$ cat config.mk
export PLATFORM = sky130hd
export DESIGN_NAME = dma_resp_port
export DESIGN_NICKNAME = d
export VERILOG_FILES = /design/src/rtl/resp_pkg.sv /design/src/rtl/resp_fifo.sv /design/src/rtl/resp_read_mux.sv /design/src/rtl/dma_resp_port.sv
export SDC_FILE = /design/constraint.sdc
export NUM_CORES = 1
export LEC_CHECK = 0
export ABC_AREA = 1
export BUFFER_PORTS_ARGS = -buffer_cell sky130_fd_sc_hd__buf_2
export CAP_MARGIN = 5
export CORE_ASPECT_RATIO = 0.75
export CORE_MARGIN = 2
export CORE_UTILIZATION = 45
export CTS_BUF_LIST = sky130_fd_sc_hd__clkbuf_16
export DETAILED_ROUTE_END_ITERATION = 8
export SKIP_CTS_REPAIR_TIMING = 1
export SLEW_MARGIN = 15
export SYNTH_ARGS = -nofsm -noshare
export SYNTH_HDL_FRONTEND = slang
export SYNTH_HIERARCHICAL = 1
export SYNTH_SLANG_ARGS = --single-unit
$ cat constraint.sdc
create_clock -name clk_i -period 6.47 [get_ports clk_i]
set_clock_uncertainty 0.15 [all_clocks]
set_input_delay 1.6175 -clock clk_i [delete_from_list [all_inputs] [get_ports clk_i]]
set_output_delay 1.6175 -clock clk_i [all_outputs]
set_load 0.02 [all_outputs]
$ cat src/rtl/resp_pkg.sv
package resp_pkg;
  localparam int unsigned BYTES_W = 32;
  localparam int unsigned ERR_W   = 8;
  localparam int unsigned DATA_W  = 32;
  localparam int unsigned LVL_W   = 16;
  // byte offsets inside the host read window
  localparam int unsigned OFS_BYTES = 0;
  localparam int unsigned OFS_STAT  = 4;

  typedef struct packed {
    logic               early;
    logic [ERR_W-1:0]   err;
    logic [BYTES_W-1:0] bytes;
  } resp_t;
endpackage

$ cat src/rtl/resp_fifo.sv
module resp_fifo
  import resp_pkg::*;
#(
  parameter int unsigned DEPTH = 16,
  localparam int unsigned AW = (DEPTH > 1) ? $clog2(DEPTH) : 1,
  localparam int unsigned CW = $clog2(DEPTH + 1)
) (
  input  logic          clk_i,
  input  logic          rst_ni,
  input  logic          push_i,
  input  resp_t         data_i,
  input  logic          pop_i,
  output resp_t         head_o,
  output logic [CW-1:0] count_o,
  output logic          empty_o,
  output logic          full_o
);
  resp_t         mem_q [DEPTH];
  logic [AW-1:0] wr_ptr_q, rd_ptr_q;
  logic [CW-1:0] count_q;

  function automatic logic [AW-1:0] ptr_next(logic [AW-1:0] p);
    return (p == AW'(DEPTH - 1)) ? '0 : p + AW'(1);
  endfunction

  always_ff @(posedge clk_i or negedge rst_ni) begin
    if (!rst_ni) begin
      wr_ptr_q <= '0;
      rd_ptr_q <= '0;
      count_q  <= '0;
    end else begin
      if (push_i) wr_ptr_q <= ptr_next(wr_ptr_q);
      if (pop_i)  rd_ptr_q <= ptr_next(rd_ptr_q);
      unique case ({push_i, pop_i})
        2'b10:   count_q <= count_q + CW'(1);
        2'b01:   count_q <= count_q - CW'(1);
        default: count_q <= count_q;
      endcase
    end
  end

  always_ff @(posedge clk_i) begin
    if (push_i) mem_q[wr_ptr_q] <= data_i;
  end

  assign head_o  = mem_q[rd_ptr_q];
  assign count_o = count_q;
  assign empty_o = (count_q == '0);
  assign full_o  = (count_q == CW'(DEPTH));
endmodule

$ cat src/rtl/resp_read_mux.sv
module resp_read_mux
  import resp_pkg::*;
#(
  parameter int unsigned ADDR_W = 3
) (
  input  logic              rd_en_i,
  input  logic [ADDR_W-1:0] rd_addr_i,
  input  resp_t             head_i,
  input  logic              empty_i,
  output logic [DATA_W-1:0] rd_data_o,
  output logic              pop_o
);
  logic sel_bytes, sel_stat;

  assign sel_bytes = (rd_addr_i == ADDR_W'(OFS_BYTES));
  assign sel_stat  = (rd_addr_i == ADDR_W'(OFS_STAT));

  // the status-word read is the only way to retire a record
  assign pop_o = rd_en_i && sel_stat && !empty_i;

  always_comb begin
    rd_data_o = '0;
    if (!empty_i) begin
      if (sel_bytes)
        rd_data_o = DATA_W'(head_i.bytes);
      else if (sel_stat)
        rd_data_o = DATA_W'({head_i.early, head_i.err});
    end
  end
endmodule

$ cat src/rtl/dma_resp_port.sv
module dma_resp_port
  import resp_pkg::*;
#(
  parameter int unsigned DEPTH  = 16,
  parameter int unsigned ADDR_W = 3,
  localparam int unsigned CW = $clog2(DEPTH + 1)
) (
  input  logic              clk_i,
  input  logic              rst_ni,
  input  logic              rsp_valid_i,
  output logic              rsp_ready_o,
  input  logic [31:0]       rsp_bytes_i,
  input  logic [7:0]        rsp_err_i,
  input  logic              rsp_early_i,
  input  logic              rd_en_i,
  input  logic [ADDR_W-1:0] rd_addr_i,
  output logic [31:0]       rd_data_o,
  output logic [15:0]       fill_level_o,
  output logic              empty_o,
  output logic              full_o
);
  resp_t         in_rec, head;
  logic          push, pop, empty, full;
  logic [CW-1:0] count;

  assign in_rec = '{early: rsp_early_i, err: rsp_err_i, bytes: rsp_bytes_i};
  assign push   = rsp_valid_i && !full;

  resp_fifo #(.DEPTH(DEPTH)) u_fifo (
    .clk_i   (clk_i),
    .rst_ni  (rst_ni),
    .push_i  (push),
    .data_i  (in_rec),
    .pop_i   (pop),
    .head_o  (head),
    .count_o (count),
    .empty_o (empty),
    .full_o  (full)
  );

  resp_read_mux #(.ADDR_W(ADDR_W)) u_mux (
    .rd_en_i   (rd_en_i),
    .rd_addr_i (rd_addr_i),
    .head_i    (head),
    .empty_i   (empty),
    .rd_data_o (rd_data_o),
    .pop_o     (pop)
  );

  assign rsp_ready_o  = !full;
  assign fill_level_o = LVL_W'(count);
  assign empty_o      = empty;
  assign full_o       = full;
endmodule

== Yosys cells after proc, flatten, opt, wreduce, memory -nomap -nowiden ==
Memories as Yosys holds them, arrays and structs flattened.
Index checks and enable logic that the tools add are counted.

* Reduce and logical (&&, ||, !) cells: 8
* Add/subtract/negate cells: 4
* Equal/unequal tests: 6
* Muxes and demuxes: 8

{| class="wikitable"
|+ Operators with widths
! operator !! number
|-
| $mux W32 || 2
|-
| $pmux W5 S2 || 1
|-
| $mux W9 || 1
|-
| $add A4 B1 Y4 const B || 2
|-
| $eq A4 B4 Y1 const B || 2
|-
| $mux W4 || 2
|-
| $add A5 B1 Y5 const B || 1
|-
| $eq A5 B5 Y1 const B || 1
|-
| $logic_not A5 Y1 || 1
|-
| $sub A5 B1 Y5 const B || 1
|-
| $eq A3 B3 Y1 const B || 1
|-
| $logic_and A1 B1 Y1 || 3
|-
| $logic_not A3 Y1 || 1
|-
| $eq A2 B1 Y1 const B || 1
|-
| $eq A2 B2 Y1 const B || 1
|-
| $logic_not A1 Y1 || 2
|-
| $mux W1 || 2
|-
| $reduce_bool A2 Y1 || 1
|}

* RAM bits: 656
* Logic and storage cells: 30
* Memories kept: 1
* Bits in registers: 13

{| class="wikitable"
|+ Memories
! memory !! words !! bits a word !! read ports !! clocked after Yosys merged registers in !! wr ports !! line !! text
|-
| u_fifo.mem_q || 16 || 41 || 1 || 0 || 1 || resp_fifo.sv:18 || <nowiki>resp_t mem_q [DEPTH];</nowiki>
|}

== Logic depth before layout (Yosys ltp) ==
Gate-level depths: netlist (run 1).

* Depth after elaboration: 5
* Gate-level depth with buffers: 18
* Depth with buffers taken out: 17

== Modules after synthesis ==
Netlist (run 1), hierarchy kept.

{| class="wikitable"
|+ By module, submodules not included
! module !! area each (µm²) !! sequential area each (µm²) !! instances !! cells an instance
|-
| resp_fifo || 27,159.8 || 20,024.2 || 1 || 2,314
|-
| resp_read_mux || 467.9 || 0.0 || 1 || 84
|-
| dma_resp_port || 100.1 || 0.0 || 1 || 15
|}

== Least setup slack after synthesis (run 1) ==
Ideal clock, no wire load.

* Path type: in2reg
* Start point: in rsp_valid_i
* End point: mem u_fifo/mem_q[12][0] (netlist bit) (enable)
* Data arrival time: 3.894 ns
* Required time: 5.881 ns
* Path slack: 1.987 ns
* Cell stages on the path: 5
* Path through: inv_1 > nor2_2 > clkbuf_1 > nand2_1 > nor2_1

* Word-level cells in the longest chain between the ends: 3

{| class="wikitable"
|+ Ends and longest elaborated chain
! what !! line !! text
|-
| start, declared || dma_resp_port.sv:10 || <nowiki>input logic rsp_valid_i,</nowiki>
|-
| $logic_and A1 B1 Y1 || dma_resp_port.sv:27 || <nowiki>assign push = rsp_valid_i && !full;</nowiki>
|-
| via push || dma_resp_port.sv:23 || <nowiki>logic push, pop, empty, full;</nowiki>
|-
| $mux W1 || resp_fifo.sv:43 || <nowiki>if (push_i) mem_q[wr_ptr_q] <= data_i;</nowiki>
|-
| $mux W1 (implied by the code) || resp_fifo.sv:43 ||
|-
| end, declared || resp_fifo.sv:18 ||
|}

The timed path passes the listed nets, and every way through them passes these cells.

==> results of run 1 <==
critical path: stages (launching register included):
cell	delay [ns]
sky130_fd_sc_hd__dfrtp_2	0.94
sky130_fd_sc_hd__buf_4	0.46
sky130_fd_sc_hd__inv_2	0.37
sky130_fd_sc_hd__buf_4	0.41
sky130_fd_sc_hd__nand3_1	0.15
sky130_fd_sc_hd__nand3_1	0.07
sky130_fd_sc_hd__nand2_1	0.21
sky130_fd_sc_hd__nand3_1	0.10
sky130_fd_sc_hd__nand2_1	0.08
sky130_fd_sc_hd__buf_2	0.16
metal layers:
layer  up-vias  GRT usage
li1       8356          -
met1      8755     0.2976
met2       496     0.3604
met3        95    0.03626
met4         2    0.05959
met5         -          0
worst max path at each step:
stage / start / to / slack (ns) / cells after the start
after floorplan: rsp_valid_i / u_fifo/mem_q[12][0] / 1.99 / 5
after global placement: rd_addr_i[1] / rd_data_o[31] / 1.52 / 5
after detailed placement: rd_addr_i[1] / rd_data_o[31] / 1.41 / 5
after CTS: u_fifo/rd_ptr_q[2] / rd_data_o[0] / 1.10 / 9
after global routing: u_fifo/rd_ptr_q[0] / rd_data_o[8] / 0.88 / 12
final: u_fifo/rd_ptr_q[2] / rd_data_o[0] / 1.13 / 9
sequential cells by signal, summed over array words and instances (netlist names):
| name | count |
|---|---|
| u_fifo/count_o | 5 |
| u_fifo/wr_ptr_q | 4 |
| u_fifo/rd_ptr_q | 4 |
| u_fifo/mem_q | 656 |
cell families after synthesis:
kind of cell	after synthesis
AOI/OAI and AO/OA	338
xor gates and xnor gates	2
adders and majority gates	9
buffers and inverters	237
DFF	669
other	1
and+or+nand+nor	1157
layout by cell type (no fill, tap or decap), drive strengths merged:
cell / n
o21bai: 1
conb: 11
ha: 9
clkinv: 27
clkinvlp: 1
xor2: 1
nand4: 11
dfrtp: 13
nand3: 144
a21oi: 1
clkbuf: 71
buf: 123
inv: 107
nand2: 295
bufinv: 1
nor2: 705
nand3b: 1
o21ai: 336
xnor2: 1
and3: 1
edfxtp: 656
diode: 2
final cells by class:
| cell class | instances | area, sq um | area share |
|---|---|---|---|
| repair buffers | 123 | 743.2 | 0.02415 |
| clock buffers | 71 | 1777 | 0.05773 |
| multi-input cells | 1517 | 6630 | 0.2154 |
| flip-flops and latches | 669 | 20030 | 0.6509 |
| well taps | 800 | 1001 | 0.03252 |
| diodes | 2 | 5.005 | 0.0001626 |
| inverters | 90 | 352.8 | 0.01146 |
| clock inverters | 46 | 234.0 | 0.007603 |
power by group through the flow:
stage          logic, mW  clock network, mW  registers [mW]
6_report            4.51               3.60            5.41
5_1_grt             5.08               3.85            5.45
4_1_cts             4.54               3.67            5.41
3_5_place_dp        4.52                  0            5.51
3_3_place_gp        4.47                  0            5.49
2_1_floorplan       3.32                  0            5.38
==> metrics.md, run 1 <==
| Metric | Value |
|---|---|
| Number of setup violations in the final report | 0 |
| XOR/XNOR Fraction of Synth Area | 0.0006317 |
| Outcome | finished clean |
| Number of instances in the synthesized netlist | 2413 |
| Input/output buffers | 87 |
| Worst min-delay path endpoint | u_fifo/count_o[3] |
| Relative slew margins | 0.2301 |
| Max frequency | 0.1873 GHz |
| Number of distinct library cells after synthesis | 29 |
| Hold Fails Final Rpt | 0 |
| Highest Signal Layer | met5 |
| Multiplexer fraction of the synthesized cell area | 0 |
| Starting utilization of the core area | 0.4568 |
| Sum of net half-perimeters after detailed placement | 34430 microns |
| Dominant combinational cell family by area after synthesis | simple AND/OR/NAND/NOR gates |
| Setup slack on the worst flop-to-flop path | 3.13 ns |
| Combinational fraction of design power | 0.333 |
| Data required time of the critical path | 4.70 ns |
| Sum of routed wire length over all layers | 68400 microns |
| Wire length of the first global-routing pass | 104100 microns |
| Yosys top cell area share | 0.7104 |
| Fin. max-slew vios | 0 |
| Hold WS | 0.3775 ns |
| GRT overflow | 0 |
| Routed length on met3 | 3676 microns |
| Ratio of final minimum period to clock period | 0.8253 |
| Total iterations of the first detailed-routing run | 7 |
| Startpoint of the worst register-to-register path | u_fifo/count_o[0] |
| Capturing element type of the critical path | primary output |
| Placer congestion estimate | 0.7624 |
| Antenna violations before repair | 3 |
| Count leader, synth | sky130_fd_sc_hd__nor2_1 |
| Maximum net fanout on the critical path | 27 |
| Final cell count without fillers | 3318 |
| Top cell types by occurrence after synthesis | sky130_fd_sc_hd__nor2_1, sky130_fd_sc_hd__edfxtp_1, sky130_fd_sc_hd__nand2_1 |
| Transition time at the pin with the least slew margin | 1.152 ns |
| Placement Rows | 78 |
| Clock tree buffer depth | 3 |
| Avg Synthesized Cell Area | 11.49 sq um |
| Number of cells on the worst reg-to-reg path | 7 |
| Number of register bits inferred by synthesis | 669 |
| Cell chosen for the clock root | sky130_fd_sc_hd__clkbuf_16 |
| Finished layout cell area | 0.03078 sq mm |
| Net Sw Frac | 0.3744 |
| Wire length on met2 | 32430 microns |
| Layout cell share with drive strength beyond 1 | 0.1057 |
| Setup repair after global routing missed its margin | false |
| Adder-cell share of the synthesized area | 0.004061 |
| Post-Place Setup Slack | 1.408 ns |
| Synth-to-Final Area Change | 10.99% |
| Capturing point of the worst reg2reg path | u_fifo/mem_q[5][17] |
| Number of DRC violations after detailed routing | 0 |
| Setup TNS | 0 ns |
| Area after DPL | 0.02876 sq mm |
| Worst Setup Start Kind | flop |
| Total track usage | 0.2170 |
| Setup WS post-layout | 1.130 ns |
| Sequential power share | 0.401 |
| Wl on met1 | 30900 microns |
| Total number of vias | 17700 |
| Number of warnings printed during yosys synthesis | 6 |
| Most used flip-flop cell after synthesis | sky130_fd_sc_hd__edfxtp_1 |
| Power per cell area | 439.2 mW/mm^2 |
| Post-layout total power | 13.52 mW |
| Number of global-route vias before repair | 16980 |
| Leakage Power | 11.15 nW |
| Critical path type | reg -> out |
| Nets | 2524 |
| TritonCTS buffer count | 66 |
| Area contributors post-synth | sky130_fd_sc_hd__edfxtp_1, sky130_fd_sc_hd__nor2_1, sky130_fd_sc_hd__nand2_1 |
| Switching pwr | 5.061 mW |
| Post-layout min period | 5.340 ns |
| Inst Count DP | 3199 |
| Proportion of register bits with asynchronous set or reset after synthesis | 0.01943 |
| Die Width | 290.6 microns |
| Area of the core region | 0.06070 sq mm |
| Area fraction in compound gates after synthesis | 0.06110 |
| Simple-gate share of the synthesized area | 0.1672 |
| Clock share of power | 0.266 |
| Number of DRC violations after detailed-routing iteration 0 | 1559 |
| Cell area after synthesis | 0.02773 sq mm |
| Remaining antenna violation count after routing | 0 |
| Max-cap viol count | 0 |
| Number of primary I/O pins | 99 |
| Post-synthesis sequential area ratio | 0.7222 |
| Final core utilization | 0.5070 |
| Vias per Instance | 5.336 |
| Launch instance of the worst min-delay path | u_fifo/count_o[3] |
| Post-DR wirelength/cell | 20.61 microns |
| Critical path data arrival time | 3.57 ns |
| Clock sinks | 669 |
| EDFF count, synth | 656 |
| Worst-path clk slew | 0.06 ns |
| Pin count of the biggest net entering global routing | 216 |
| Maximum vdd ir drop | 359.9 uV |
| Number of fill cells | 5282 |
| TritonCTS clock tree | done |
| Area enclosed by the die boundary | 0.06364 sq mm |
| Min-delay worst type | reg -> reg |
| Vertical extent of the die | 219.0 microns |
| Clock latency on the worst-skew pair | 0.61 ns |
| Internal power contribution | 8.457 mW |
| Hold Path Stages | 2 |
| Number of H-tree levels | 3 |
| Synth area leader | sky130_fd_sc_hd__edfxtp_1 |
Note: power is estimated with default switching activity, not from simulation.
==> run 2: changes to the inputs <==
==> constraint.sdc (replaced) <==
create_clock -name clk_i -period 5.1 [get_ports clk_i]
set_clock_uncertainty 0.15 [all_clocks]
set_input_delay 1.275 -clock clk_i [delete_from_list [all_inputs] [get_ports clk_i]]
set_output_delay 1.275 -clock clk_i [all_outputs]
set_load 0.02 [all_outputs]
==> metrics.md, run 2 (synthesis results as in run 1) <==
| Metric | Value |
|---|---|
| Nets | 2534 (was 2524) |
| Critical path type | reg -> out (unchanged) |
| Fin. max-slew vios | 0 (unchanged) |
| Layout cell share with drive strength beyond 1 | 0.1052 (was 0.1057) |
| Max-cap viol count | 0 (unchanged) |
| Setup slack on the worst flop-to-flop path | 2.14 ns (was 3.13 ns) |
| Critical path data arrival time | 3.14 ns (was 3.57 ns) |
| Internal power contribution | 10.88 mW (was 8.457 mW) |
| Data required time of the critical path | 3.67 ns (was 4.70 ns) |
| Number of DRC violations after detailed-routing iteration 0 | 1432 (was 1559) |
| Last element of the critical path | rd_data_o[0] (unchanged) |
| Clock sinks | 669 (unchanged) |
| Area enclosed by the die boundary | 0.06364 sq mm (unchanged) |
| Top cell by count, worst path | sky130_fd_sc_hd__nand2_1 (was sky130_fd_sc_hd__nand3_1) |
| Hold WS | 0.4028 ns (was 0.3775 ns) |
| Post-layout min period | 4.566 ns |
| CP top delay family | buffers and inverters (unchanged) |
| Number of H-tree levels | 3 (unchanged) |
| Total track usage | 0.2123 (was 0.2170) |
| Number of global-route vias before repair | 16870 (was 16980) |
| Maximum vdd ir drop | 573.4 uV (was 359.9 uV) |
| GRT overflow | 0 (unchanged) |
| Cell type of the slowest stage on the worst timing path | sky130_fd_sc_hd__dfrtp_4 (was sky130_fd_sc_hd__dfrtp_2) |
| Placement Rows | 78 (unchanged) |
| Setup repair after global routing missed its margin | false (unchanged) |
| Pin count of the biggest net entering global routing | 167 (was 216) |
| Die Width | 290.6 microns (unchanged) |
| Net Sw Frac | 0.3696 (was 0.3744) |
| Synth-to-Final Area Change | 11.84% (was 10.99%) |
| Leakage Power | 11.25 nW (was 11.15 nW) |
| Vertical extent of the die | 219.0 microns (unchanged) |
| Worst-path clk slew | 0.06 ns (about the same) |
| Number of DRC violations after detailed routing | 0 (unchanged) |
| Clock latency on the worst-skew pair | 0.59 ns (was 0.61 ns) |
| Max frequency | 0.2190 GHz |
| Register containing the most flip-flops in the final layout | u_fifo/mem_q (unchanged) |
| Post-DR wirelength/cell | 20.18 microns (was 20.61 microns) |
| Finished layout cell area | 0.03101 sq mm (was 0.03078 sq mm) |
| Most frequent standard cell in the layout excluding fill and tap cells | sky130_fd_sc_hd__nor2_1 (unchanged) |
| Power per cell area | 556.8 mW/mm^2 (was 439.2 mW/mm^2) |
| Remaining antenna violation count after routing | 0 (unchanged) |
| Commonest non-fill, non-tap cells in the layout | sky130_fd_sc_hd__nor2_1, sky130_fd_sc_hd__edfxtp_1, sky130_fd_sc_hd__nand2_1 (unchanged) |
| Startpoint of the worst register-to-register path | u_fifo/count_o[0] (unchanged) |
| Number of primary I/O pins | 99 (unchanged) |
| Total iterations of the first detailed-routing run | 5 (was 7) |
| Ratio of final minimum period to clock period | 0.8953 |
| Setup WS post-layout | 0.5340 ns (was 1.130 ns) |
| Clock tree buffer depth | 3 (unchanged) |
| Input/output buffers | 87 (unchanged) |
| Post-layout total power | 17.27 mW (was 13.52 mW) |
| Area of the core region | 0.06070 sq mm (unchanged) |
| Clock share of power | 0.267 (was 0.266) |
| Post-Place Setup Slack | 0.7772 ns (was 1.408 ns) |
| Number of buffer and inverter stages on the critical path | 3 (was 4) |
| Transition time at the pin with the least slew margin | 0.9778 ns (was 1.152 ns) |
| Outcome | finished clean (unchanged) |
| Hold Fails Final Rpt | 0 (unchanged) |
| Total number of vias | 17630 (was 17700) |
| Sequential power share | 0.394 (was 0.401) |
| Starting utilization of the core area | 0.4568 (unchanged) |
| Number of cells on the worst reg-to-reg path | 7 (unchanged) |
| Placer congestion estimate | 0.7889 (was 0.7624) |
| Number of setup violations in the final report | 0 (unchanged) |
| Capturing element type of the critical path | primary output (unchanged) |
| Vias per Instance | 5.291 (was 5.336) |
| Sum of net half-perimeters after detailed placement | 34390 microns (was 34430 microns) |
| Min-delay worst type | reg -> reg (unchanged) |
| Setup TNS | 0 ns (unchanged) |
| Number of gates on the worst path with buffers counted | 12 (was 9) |
| Worst setup startpoint | u_fifo/rd_ptr_q[0] (was u_fifo/rd_ptr_q[2]) |
| Number of flip-flops in the largest register | 656 (unchanged) |
| Maximum net fanout on the critical path | 63 (was 27) |
| Switching pwr | 6.382 mW (was 5.061 mW) |
| Relative slew margins | 0.3481 (was 0.2301) |
| Area after DPL | 0.02896 sq mm (was 0.02876 sq mm) |
| Worst Setup Start Kind | flop (unchanged) |
| Worst-path cell chain | buf_4, nor2_1, nor2_1, o21ai_1, nand2_1, nand2_1, nand2_1, inv_1, nand2_1, nand3_1, nand2_1, buf_2 (was buf_4, inv_2, buf_4, nand3_1, nand3_1, nand2_1, nand3_1, nand2_1, buf_2) |
| TritonCTS clock tree | done (unchanged) |
| Cell chosen for the clock root | sky130_fd_sc_hd__clkbuf_16 (unchanged) |
| Antenna violations before repair | 7 (was 3) |
| Wire length of the first global-routing pass | 102300 microns (was 104100 microns) |
| Combinational fraction of design power | 0.338 (was 0.333) |
| Sum of routed wire length over all layers | 67250 microns (was 68400 microns) |
| Capturing point of the worst reg2reg path | u_fifo/mem_q[0][34] (was u_fifo/mem_q[5][17]) |
| Largest stage delay on the critical path | 0.77 ns (was 0.94 ns) |
| TritonCTS buffer count | 67 (was 66) |
==> run 2: cell types whose count changed in the layout (fill, tap and decap cells not counted), sizes merged <==
| cell | before | now |
|---|---|---|
| buf | 123 | 132 |
| bufinv | 1 | 3 |
| clkbuf | 71 | 69 |
| clkinv | 27 | 24 |
| diode | 2 | 3 |
| inv | 107 | 114 |
==> run 2: metal layers <==
metal  GRT usage  vias to the layer above  share of wire
met4     0.05147                        2          0.019
met3     0.03545                      102          0.059
li1            -                     8395              -
met5           0                        -        0.00019
met1      0.2973                     8654           0.45
met2      0.3486                      475           0.47
==> run 2: layout make-up <==
type,instances,area [sq um]
diodes,3,7.507
repair buffers,132,948.4
multi-input cells,1517,6630
flip-flops and latches,669,20030
well taps,800,1001
inverters,90,350.3
clock buffers,69,1727
clock inverters,52,315.3
fillers,5229,29690
==> run 2: per-stage QoR <==
stage / util / std cells
after floorplan: - / 2423
after global placement: 0.4771 / 3208
after detailed placement: 0.4771 / 3208
after CTS: 0.5108 / 3329
after global routing: 0.5108 / 3329
final: 0.5109 / 3332
==> run 2: how the worst min path moves through the flow <==
stage / startpoint / end / slack (ns) / cells past startpoint
2_1_floorplan: u_fifo/wr_ptr_q[3] / u_fifo/wr_ptr_q[3] / 0.39 / 1
3_3_place_gp: u_fifo/count_o[3] / u_fifo/count_o[3] / 0.38 / 2
3_5_place_dp: u_fifo/count_o[3] / u_fifo/count_o[3] / 0.39 / 2
4_1_cts: u_fifo/count_o[3] / u_fifo/count_o[3] / 0.41 / 2
5_1_grt: rst_ni / u_fifo/count_o[1] / 0.44 / 1
6_report: u_fifo/count_o[3] / u_fifo/count_o[3] / 0.40 / 2
==> run 2: tightest hold or removal path: cells and delay by family, from the launching register on <==
| family | cells | cell delay [ns] |
|---|---|---|
| and+or+nand+nor | 2 | 0.12 |
| DFF | 1 | 0.39 |
==> run 2: power by group through the flow <==
stage               registers [mW]  clock network (mW)  logic, mW
floorplan                     6.83                   0       4.21
global placement              6.91                   0       5.80
detailed placement            6.93                   0       5.87
CTS                           6.81                4.71       5.90
global route                  6.85                4.92       6.56
finish                        6.81                4.62       5.84
==> run 3: changes to the inputs <==
--- a/config.mk
+++ b/config.mk
@@ -8,11 +8,14 @@
 export ABC_AREA = 1
 export BUFFER_PORTS_ARGS = -buffer_cell sky130_fd_sc_hd__buf_2
 export CAP_MARGIN = 5
+export CELL_PAD_IN_SITES_DETAIL_PLACEMENT = 0
+export CELL_PAD_IN_SITES_GLOBAL_PLACEMENT = 1
 export CORE_ASPECT_RATIO = 0.75
 export CORE_MARGIN = 2
 export CORE_UTILIZATION = 45
 export CTS_BUF_LIST = sky130_fd_sc_hd__clkbuf_16
 export DETAILED_ROUTE_END_ITERATION = 8
+export PLACE_DENSITY_LB_ADDON = 0.1
 export SKIP_CTS_REPAIR_TIMING = 1
 export SLEW_MARGIN = 15
 export SYNTH_ARGS = -nofsm -noshare
==> metrics.md, run 3 (synthesis results as in run 1) <==
| Metric | Value |
|---|---|
| Number of fill cells | 5367 (was 5229) |
| Number of flip-flops in the largest register | 656 (unchanged) |
| Total number of vias | 17630 (about the same) |
| Final cell count without fillers | 3319 (was 3332) |
| Pin count of the biggest net entering global routing | 167 (unchanged) |
| Synth-to-Final Area Change | 12.03% (was 11.84%) |
| Number of global-route vias before repair | 16930 (was 16870) |
| Setup TNS | 0 ns (unchanged) |
| Number of DRC violations after detailed-routing iteration 0 | 1541 (was 1432) |
| Power per cell area | 564.7 mW/mm^2 (was 556.8 mW/mm^2) |
| Number of DRC violations after detailed routing | 0 (unchanged) |
| Hold Fails Final Rpt | 0 (unchanged) |
| Number of H-tree levels | 3 (unchanged) |
| Outcome | finished clean (unchanged) |
| Worst setup startpoint | u_fifo/rd_ptr_q[0] (unchanged) |
| Setup repair after global routing missed its margin | false (unchanged) |
| Startpoint of the worst register-to-register path | u_fifo/count_o[0] (unchanged) |
| Hold Path Stages | 2 (unchanged) |
| Most frequent standard cell in the layout excluding fill and tap cells | sky130_fd_sc_hd__nor2_1 (unchanged) |
| Launch instance of the worst min-delay path | u_fifo/count_o[3] (unchanged) |
| Antenna violations before repair | 2 (was 7) |
| Starting utilization of the core area | 0.4568 (unchanged) |
| Cell chosen for the clock root | sky130_fd_sc_hd__clkbuf_16 (unchanged) |
| Sum of net half-perimeters after detailed placement | 34900 microns (was 34390 microns) |
| Ratio of final minimum period to clock period | 0.9104 (was 0.8953) |
| Post-layout min period | 4.643 ns (was 4.566 ns) |
| Clock tree buffer depth | 3 (unchanged) |
| Relative slew margins | 0.3394 (was 0.3481) |
| Maximum net fanout on the critical path | 131 (was 63) |
| Min-delay worst type | reg -> reg (unchanged) |
| Commonest non-fill, non-tap cells in the layout | sky130_fd_sc_hd__nor2_1, sky130_fd_sc_hd__edfxtp_1, sky130_fd_sc_hd__nand2_1 (unchanged) |
| Critical path type | reg -> out (unchanged) |
| Leakage Power | 11.24 nW (was 11.25 nW) |
| Layout cell share with drive strength beyond 1 | 0.1044 (was 0.1052) |
| Number of setup violations in the final report | 0 (unchanged) |
| Vertical extent of the die | 219.0 microns (unchanged) |
| Inst Count DP | 3201 (was 3208) |
| Input/output buffers | 87 (unchanged) |
| Max frequency | 0.2154 GHz (was 0.2190 GHz) |
| Critical path data arrival time | 3.22 ns (was 3.14 ns) |
| Number of diodes | 0 (was 3) |
| Total track usage | 0.2287 (was 0.2123) |
| Vias per Instance | 5.312 (was 5.291) |
| Worst min-delay path endpoint | u_fifo/count_o[3] (unchanged) |
| Die Width | 290.6 microns (unchanged) |
| Number of primary I/O pins | 99 (unchanged) |
| Data required time of the critical path | 3.67 ns (about the same) |
| TritonCTS buffer count | 68 (was 67) |
| Capturing element type of the critical path | primary output (unchanged) |
| Area of the core region | 0.06070 sq mm (unchanged) |
| Maximum vdd ir drop | 328.4 uV (was 573.4 uV) |
| Nets | 2528 (was 2534) |
| Area enclosed by the die boundary | 0.06364 sq mm (unchanged) |
| Setup slack on the worst flop-to-flop path | 1.95 ns (was 2.14 ns) |
| Wire length of the first global-routing pass | 108100 microns (was 102300 microns) |
| Combined area of the multi-input logic cells | 0.006630 sq mm (unchanged) |
| Placement Rows | 78 (unchanged) |
| Clock latency on the worst-skew pair | 0.60 ns (was 0.59 ns) |
| Clock sinks | 669 (unchanged) |
| Sum of routed wire length over all layers | 72210 microns (was 67250 microns) |
| Post-DR wirelength/cell | 21.76 microns (was 20.18 microns) |
| Total iterations of the first detailed-routing run | 5 (unchanged) |
| Capturing point of the worst reg2reg path | u_fifo/mem_q[6][26] (was u_fifo/mem_q[0][34]) |
| GRT overflow | 0 (unchanged) |
| Transition time at the pin with the least slew margin | 0.9909 ns (was 0.9778 ns) |
| Worst Setup Start Kind | flop (unchanged) |
| Number of cells on the worst reg-to-reg path | 7 (unchanged) |
| Max-cap viol count | 0 (unchanged) |
| Post-layout total power | 17.54 mW (was 17.27 mW) |
| Register containing the most flip-flops in the final layout | u_fifo/mem_q (unchanged) |
| Placer congestion estimate | 0.7394 (was 0.7889) |
| Reg area | 0.02003 sq mm (unchanged) |
| Fin. max-slew vios | 0 (unchanged) |
| Remaining antenna violation count after routing | 0 (unchanged) |
| Worst-path clk slew | 0.06 ns (about the same) |
| TritonCTS clock tree | done (unchanged) |
[run 3: cell count changes in the layout (fill, tap and decap cells not counted), sizes merged, moves of 2 or more]
cell | before | now
buf | 132 | 125
bufinv | 3 | 6
clkbuf | 69 | 71
clkinv | 24 | 26
diode | 3 | 0
inv | 114 | 105
[run 3: through the flow]
| step | hold slack [ns] | area, sq um | util | setup slack, ns |
|---|---|---|---|---|
| after CTS | 0.4107 | 31060 | 0.5117 | 0.4107 |
| after floorplan | 0.3900 | 27770 | - | 0.9596 |
| after global placement | 0.3792 | 28940 | 0.4767 | 0.8751 |
| after detailed placement | 0.3915 | 28940 | 0.4767 | 0.8310 |
| after global routing | 0.4289 | 31060 | 0.5117 | 0.1986 |
| final | 0.4113 | 31060 | 0.5117 | 0.4572 |
[run 3: report_power, final]
part,internal (mW),switching (mW)
combinational,1.69,4.22
sequential,6.56,0.232
clock,2.81,2.02
total,11.1,6.48
[run 3: cell type report]
class | instances | area share
clock buffers | 71 | 0.05720
flip-flops and latches | 669 | 0.6449
well taps | 800 | 0.03222
clock inverters | 47 | 0.01128
inverters | 90 | 0.01128
repair buffers | 125 | 0.02965
multi-input cells | 1517 | 0.2134
[run 3: worst max-delay path, cell delays in order, from the launching register on]
cell,delay [ns]
sky130_fd_sc_hd__dfrtp_4,0.67
sky130_fd_sc_hd__inv_8,0.63
sky130_fd_sc_hd__buf_4,0.43
sky130_fd_sc_hd__o21ai_1,0.12
sky130_fd_sc_hd__nand3_1,0.09
sky130_fd_sc_hd__nand3_1,0.08
sky130_fd_sc_hd__nand2_1,0.20
sky130_fd_sc_hd__nand3_1,0.10
sky130_fd_sc_hd__nand2_1,0.10
sky130_fd_sc_hd__buf_2,0.17
[run 3: how the worst max path moves through the flow]
stage | endpoint | slack, ns | cells after the start
after floorplan | u_fifo/mem_q[12][0] | 0.96 | 5
after global placement | rd_data_o[31] | 0.88 | 5
after detailed placement | rd_data_o[31] | 0.83 | 5
after CTS | rd_data_o[5] | 0.41 | 9
after global routing | rd_data_o[5] | 0.20 | 11
final | rd_data_o[2] | 0.46 | 9
[run 3: layer usage]
metal | wire length (microns) | GRT usage
met1 | 34390 | 0.3300
met2 | 33160 | 0.3681
met5 | 23 | 0
met3 | 3295 | 0.03291
met4 | 1346 | 0.05630
